File: src/rtl/iop_pkg.sv
package iop_pkg;
   localparam int unsigned REG_AW = 3;
   typedef enum logic [REG_AW-1:0] {
      RA_DIR  = 3'd0,
      RA_DATA = 3'd1,
      RA_MODE = 3'd2,
      RA_ODEN = 3'd3,
      RA_PIN  = 3'd4
   } reg_addr_e;
endpackage

File: src/rtl/iop_cfg_regs.sv
module iop_cfg_regs
   import iop_pkg::*;
#(
   parameter int unsigned WIDTH = 8
) (
   input  logic              clk,
   input  logic              rst_n,
   input  logic              wr,
   input  logic [REG_AW-1:0] addr,
   input  logic [WIDTH-1:0]  wdata,
   input  logic [WIDTH-1:0]  wmask,
   output logic [WIDTH-1:0]  dir_q,
   output logic [WIDTH-1:0]  data_q,
   output logic [WIDTH-1:0]  mode_q,
   output logic [WIDTH-1:0]  oden_q
);
   localparam int unsigned NREG = 4;

   logic [WIDTH-1:0] regs_q [NREG];

   for (genvar r = 0; r < NREG; r++) begin : g_reg
      logic hit;
      assign hit = wr && (addr == REG_AW'(r));
      always_ff @(posedge clk or negedge rst_n) begin
         if (!rst_n) regs_q[r] <= '0;
         else if (hit) regs_q[r] <= (regs_q[r] & ~wmask) | (wdata & wmask);
      end
   end

   assign dir_q  = regs_q[RA_DIR];
   assign data_q = regs_q[RA_DATA];
   assign mode_q = regs_q[RA_MODE];
   assign oden_q = regs_q[RA_ODEN];
endmodule

File: src/rtl/iop_addr_latch.sv
module iop_addr_latch #(
   parameter int unsigned WIDTH = 8
) (
   input  logic             clk,
   input  logic             rst_n,
   input  logic             strobe,
   input  logic [WIDTH-1:0] bus,
   output logic [WIDTH-1:0] addr_q
);
   logic strobe_d;

   always_ff @(posedge clk or negedge rst_n) begin
      if (!rst_n) begin
         strobe_d <= 1'b0;
         addr_q   <= '0;
      end else begin
         strobe_d <= strobe;
         if (strobe_d && !strobe) addr_q <= bus;
      end
   end
endmodule

File: src/rtl/iop_sync.sv
module iop_sync #(
   parameter int unsigned WIDTH  = 8,
   parameter int unsigned STAGES = 2
) (
   input  logic             clk,
   input  logic             rst_n,
   input  logic [WIDTH-1:0] d,
   output logic [WIDTH-1:0] q
);
   logic [WIDTH-1:0] chain_q [STAGES];

   always_ff @(posedge clk or negedge rst_n) begin
      if (!rst_n) chain_q[0] <= '0;
      else        chain_q[0] <= d;
   end

   for (genvar s = 1; s < STAGES; s++) begin : g_stage
      always_ff @(posedge clk or negedge rst_n) begin
         if (!rst_n) chain_q[s] <= '0;
         else        chain_q[s] <= chain_q[s-1];
      end
   end

   assign q = chain_q[STAGES-1];
endmodule

File: src/rtl/iop_pin_cell.sv
module iop_pin_cell #(
   parameter bit OPEN_DRAIN_EN = 1'b1
) (
   input  logic addr_mode,
   input  logic dir_out,
   input  logic data_bit,
   input  logic addr_bit,
   input  logic oden,
   output logic out,
   output logic oe
);
   logic src;
   logic drive;

   assign src   = addr_mode ? addr_bit : data_bit;
   assign drive = addr_mode | dir_out;

   if (OPEN_DRAIN_EN) begin : g_od
      assign out = oden ? 1'b0 : src;
      assign oe  = drive & ~(oden & src);
   end else begin : g_pp
      logic unused_oden;
      assign unused_oden = oden;
      assign out = src;
      assign oe  = drive;
   end
endmodule

File: src/rtl/mux_io_port.sv
module mux_io_port
   import iop_pkg::*;
#(
   parameter int unsigned PORT_W        = 8,
   parameter int unsigned SYNC_STAGES   = 2,
   parameter bit          OPEN_DRAIN_EN = 1'b1
) (
   input  logic              clk,
   input  logic              rst_n,
   input  logic [PORT_W-1:0] bus_ad,
   input  logic              ale,
   input  logic              reg_wr,
   input  logic [2:0]        reg_addr,
   input  logic [PORT_W-1:0] reg_wdata,
   input  logic [PORT_W-1:0] reg_wmask,
   output logic [PORT_W-1:0] reg_rdata,
   input  logic [PORT_W-1:0] pad_in,
   output logic [PORT_W-1:0] pad_out,
   output logic [PORT_W-1:0] pad_oe
);
   initial begin
      assert (PORT_W >= 1 && PORT_W <= 32)
         else $error("mux_io_port: PORT_W must be 1..32");
      assert (SYNC_STAGES >= 2)
         else $error("mux_io_port: SYNC_STAGES must be at least 2");
   end

   logic [PORT_W-1:0] dir_q, data_q, mode_q, oden_q;
   logic [PORT_W-1:0] addr_q;
   logic [PORT_W-1:0] pin_q;

   iop_cfg_regs #(.WIDTH(PORT_W)) u_regs (
      .clk    (clk),
      .rst_n  (rst_n),
      .wr     (reg_wr),
      .addr   (reg_addr),
      .wdata  (reg_wdata),
      .wmask  (reg_wmask),
      .dir_q  (dir_q),
      .data_q (data_q),
      .mode_q (mode_q),
      .oden_q (oden_q)
   );

   iop_addr_latch #(.WIDTH(PORT_W)) u_latch (
      .clk    (clk),
      .rst_n  (rst_n),
      .strobe (ale),
      .bus    (bus_ad),
      .addr_q (addr_q)
   );

   iop_sync #(.WIDTH(PORT_W), .STAGES(SYNC_STAGES)) u_sync (
      .clk   (clk),
      .rst_n (rst_n),
      .d     (pad_in),
      .q     (pin_q)
   );

   for (genvar i = 0; i < PORT_W; i++) begin : g_pin
      iop_pin_cell #(.OPEN_DRAIN_EN(OPEN_DRAIN_EN)) u_cell (
         .addr_mode (mode_q[i]),
         .dir_out   (dir_q[i]),
         .data_bit  (data_q[i]),
         .addr_bit  (addr_q[i]),
         .oden      (oden_q[i]),
         .out       (pad_out[i]),
         .oe        (pad_oe[i])
      );
   end

   always_comb begin
      unique case (reg_addr)
         RA_DIR:  reg_rdata = dir_q;
         RA_DATA: reg_rdata = data_q;
         RA_MODE: reg_rdata = mode_q;
         RA_ODEN: reg_rdata = oden_q;
         RA_PIN:  reg_rdata = pin_q;
         default: reg_rdata = '0;
      endcase
   end
endmodule

File: config.mk
export PLATFORM = sky130hd
export DESIGN_NAME = mux_io_port
export DESIGN_NICKNAME = d
export VERILOG_FILES = /design/src/rtl/iop_pkg.sv /design/src/rtl/iop_cfg_regs.sv /design/src/rtl/iop_addr_latch.sv /design/src/rtl/iop_sync.sv /design/src/rtl/iop_pin_cell.sv /design/src/rtl/mux_io_port.sv
export SDC_FILE = /design/constraint.sdc
export NUM_CORES = 1
export LEC_CHECK = 0
export ABC_AREA = 1
export CORE_ASPECT_RATIO = 0.7
export CORE_MARGIN = 2
export CORE_UTILIZATION = 55
export DETAILED_ROUTE_END_ITERATION = 7
export PLACE_DENSITY = 0.82
export RECOVER_POWER = 100
export SYNTH_ARGS = -nofsm -noshare
export SYNTH_HDL_FRONTEND = slang
export SYNTH_SLANG_ARGS = --single-unit
File: constraint.sdc
create_clock -name clk -period 2.17 [get_ports clk]
set_clock_uncertainty 0.15 [all_clocks]
set_input_delay 0.434 -clock clk [delete_from_list [all_inputs] [get_ports clk]]
set_output_delay 0.434 -clock clk [all_outputs]
set_load 0.02 [all_outputs]
# After elaboration in Yosys (flattened, before gate mapping)
# Index checks and enable logic that the tools add are counted.
# word_totals
wordCells	78
input_bits	39
regBits	57
out_inout_bits	24
# op_classes
n_mux	17
eq_ne	4
n_bitwise	42
n_reduce_logical	7
# op_table
cell	n
AND 8 bit	5
one-hot mux 8 bit (5 select lines)	1
bitwise OR 8 bit	4
AND 1 bit	16
2-to-1 mux 1 bit	16
NOT 1 bit	8
NOT 8 bit	1
bitwise OR 1 bit	8
== test 3 x 2 -> 1 bit (second input constant)	2
logical AND 1 bit	5
== test 3 x 1 -> 1 bit (second input constant)	1
== test 3 bit (second input constant)	1
logical NOT 3 bit	1
logical NOT 1 bit	1

# Logic depth before layout (Yosys ltp)
# logic_depth
depth_word	4
depth_mapped	7
ltp_nobuf	6

# Cells and area by module
# From an unflattened synthesis, not the netlist that was laid out.
# unflattened
cells_unflattened	401
area_unflattened_um2	3149.3
# modules_own_cells
module	instances	cells_per_inst	area_each_um2	seq_area_each_um2
iop_cfg_regs	1	189	1532.7	800.8
mux_io_port	1	96	504.2	0.0
iop_sync	1	24	460.4	400.4
iop_addr_latch	1	36	351.6	225.2
iop_pin_cell	8	7	37.5	0.0

# Worst setup path after synthesis
# No wires, ideal clock.
# synth_timing
path_type	input to output
startpoint	input port reg_addr[0]
endpoint	output port reg_rdata[1]
required_ns	1.586
stages	7
path_buffers	2
setup_slack_ns	0.401
arrival_ns	1.185
path_cell_list	buf_4 > nor2_8 > buf_4 > nand3_1 > nand2_1 > nor2_1 > nand2_1
# synth_via
elab_chain_len	2
word_cells_on_any_way	6
classes_between	eq/ne: 4; mux: 1; reduce/logical: 1
# synth_rtl
element	line_no	text
start: declaration	mux_io_port.sv:13	input logic [2:0] reg_addr,
== test 3 bit (tied with other cells)	mux_io_port.sv:73	unique case (reg_addr)
one-hot mux 8 bit (5 select lines) *	mux_io_port.sv:73	
end: declaration	mux_io_port.sv:16	output logic [PORT_W-1:0] reg_rdata,
# Mark *: on every way between the ends. The rest lies on a longest branch, timed or not.

==> flow_metrics.tcl <==
set metrics [dict create \
    status "finished, final reports clean" \
    gr-total-overflow 0 \
    synthCells 387 \
    setup.worst_path.start_class "flip-flop" \
    grt_pass1_vias 2684 \
    cp.buffers_inverters 2 \
    routed_via_density 5.31 \
    worst_pin_slew_ns 0.708 \
    synth_xor_area_frac 0 \
    layout-drive-gt1-share 0.159 \
    ys_seq_area_frac 0.474 \
    std_cell_rows 22 \
    fin_crit_sh 0.964 \
    cts_tree "built" \
    slew_violations 0 \
    synth_compound_area_frac 0.0532 \
    ys_ff_latch 57 \
    cts_made_buffers 9 \
    ff2ff_path_depth 3 \
    clock_latency_ns 0.34 \
    port_buffers 62 \
    synth_adder_area_share 0 \
    ys_types 22 \
    hold_violations 0 \
    final.min_clock_period_ns 2.09 \
    grt_usage 0.277 \
    peakVddDrop_mv 0.607 \
    r2r-start "u_latch.strobe_d$_DFF_PN0_" \
    required_ns 1.59 \
    finalSetupViolations 0 \
    crit_fanout 2 \
    hp-class "flip-flop to flip-flop" \
    synthTopCellsByArea "dfrtp_1 (47%), nand2_1 (13%), nand3_1 (7.7%), nand4_1 (6.9%), buf_4 (5.2%)" \
    critical_path_arrival_ns 1.51 \
    n_antenna_cell 0 \
    relSlewSlack 0.528 \
    fp.dieW_um 92.4 \
    dieArea_sq_um 6090 \
    cp_cell_sequence "inv_1 -> or2_2 -> a21oi_1 -> clkdlybuf4s15_1" \
    grt_pass1_wl_um 12700 \
    ys_warn_count 0 \
    path_clk_slew_ns 0.06 \
    cp-end-kind "output port" \
    power.density_nw_per_um2 770 \
    worstSetupPathType "flip-flop to output port" \
    cts_sinks 57 \
    muxShareOfSynthArea 0 \
    yosysTopAreaCell "dfrtp_1" \
    synth_fp_nets 426 \
    drc 0 \
    final_core_util 0.748 \
    drt-initial-drc-count 173 \
    avgSynthCellArea_sq_um 7.78 \
    htreeDepth 3 \
    grt_max_degree 38 \
    wl_um 7700 \
    dpl.hpwl_um 5470 \
    min_from "u_sync.chain_q[11]$_DFF_PN0_" \
    total_leakage_power_uw 0.00200 \
    cp_slowest_stage_delay_ns 0.37 \
    placed_cells 521 \
    antenna_found_initial 0 \
    routabilityCongestion 0.864 \
    hold-path-cell-count 0 \
    maxCapViolCount 0 \
    crit_family "buffers and inverters" \
    clockBufferDepth 2 \
    fin_nets 507 \
    first_pass_iters 4 \
    syn_to_final_growth_pct 30.6 \
    core_area_sq_um 5260 \
    postRouteAntennaNets 0 \
    syn_area_sq_um 3010 \
    clockRootBuffer "clkbuf_8" \
    reg2reg_to "u_latch.addr_q[4]$_DFFE_PN0P_" \
    cp_slowest_cell "dfrtp_1" \
    layoutNonFillerInstCount 544 \
    initial_core_util 0.572 \
    hold_path_end "u_sync.q[3]$_DFF_PN0_" \
    synth_top_area_frac 0.474 \
    yosys.area_share.simple 0.359 \
    fin_tns_setup_ns 0 \
    ioPinCount 63 \
    rsz0062_at_grt "no" \
    vias 2890 \
    avgRoutedWirePerCell_um 14.2 \
    synth_top_family_by_area "simple AND/OR/NAND/NOR gates" \
    die_height_um 65.9 \
    rrSetupSlack_ns 0.92 \
    fmax_mhz 478 \
]
## placed cells by master (no fill, tap or decap), drive strengths merged
cell           count
clkbuf            23
dlygate4sd3       11
or2                2
clkdlybuf4s15      2
nand4             33
buf               37
clkdlybuf4s50     24
a21oi             12
inv               33
nand2            105
nand3             47
dfrtp             57
dlygate4sd2       15
nor2              42
and2               4
o21ai             20
clkinv             5
## cells in the mapped netlist
library cell,count
buf_2,4
buf_1,1
and2_1,4
buf_4,21
nand3_2,1
a21oi_1,12
nor2_8,1
clkbuf_1,3
inv_1,31
nor2_2,2
nand4_1,33
nand2_1,105
dfrtp_1,57
o21ai_0,9
o21ai_1,11
inv_2,2
nor2_4,3
or2_2,2
buf_6,2
nand3_1,46
nor2_1,36
clkinv_1,1
## worst reg2reg max path, cell delays in order, from the launching register on
cell and delay (ns):
dfrtp_1 0.53, nand2_1 0.28, nand2_1 0.13, nand2_1 0.05
## final cells by class
type                       instances  area [sq um]
fill                             402          1330
clock inverter                     4          20.0
clock buffer                      11           141
timing repair buffer             101           871
inverter                          34           128
sequential                        57          1430
multi-input combinational        265          1250
tap                               72          90.1
## where the power goes
part,leakage [uW],internal [uW],switching (uW),total (uW)
Clock,0.0000887,430,411,841
Sequential,0.000704,1220,136,1360
Combinational,0.00120,347,483,830
## per-stage QoR
step	worst slack, ns	hold WS [ns]	total power (uW)	cell area [sq um]
after floorplan	0.401	-0.0116	1930	3010
after global placement	-0.625	0.184	2240	3760
after detailed placement	-0.665	0.185	2270	3760
after CTS	0.0148	0.198	3040	3930
after global routing	0.00172	0.210	3200	3930
final	0.0772	0.197	3030	3930
## metal layers
layer | vias up | routed length, um | GRT usage
li1 | 1420 | - | -
met1 | 1330 | 3320 | 0.361
met2 | 117 | 3620 | 0.443
met3 | 23 | 598 | 0.0889
met4 | 0 | 163 | 0.0914
met5 | - | 0 | 0
## worst max-delay path by stage
stage,end,start,slack [ns],cells after the start
6_report,pad_out[4],flip-flop,0.08,4
5_1_grt,pad_out[4],flip-flop,0.002,4
4_1_cts,reg_rdata[2],reg_addr[2],0.01,8
3_5_place_dp,reg_rdata[6],reg_addr[2],-0.66,8
3_3_place_gp,reg_rdata[2],reg_addr[2],-0.63,7
2_1_floorplan,reg_rdata[1],reg_addr[0],0.40,7
## logic make-up (layout without fill, tap and decap cells)
logic type,after synthesis,count (layout)
flops,57,57
compound gates,32,32
buf+inv,65,150
simple gates,233,233
## timing repair
item                                    in CTS  in global routing
endpoints found under the setup margin      24                 10
buffers inserted                             2                  4
pin swaps                                    1                  3
cloned                                       1                  0
hold buffers                                 1                  0
resized for setup                           62                 10
hold endpoints to repair                    27                  0
Note: power is estimated with default switching activity, not from simulation.
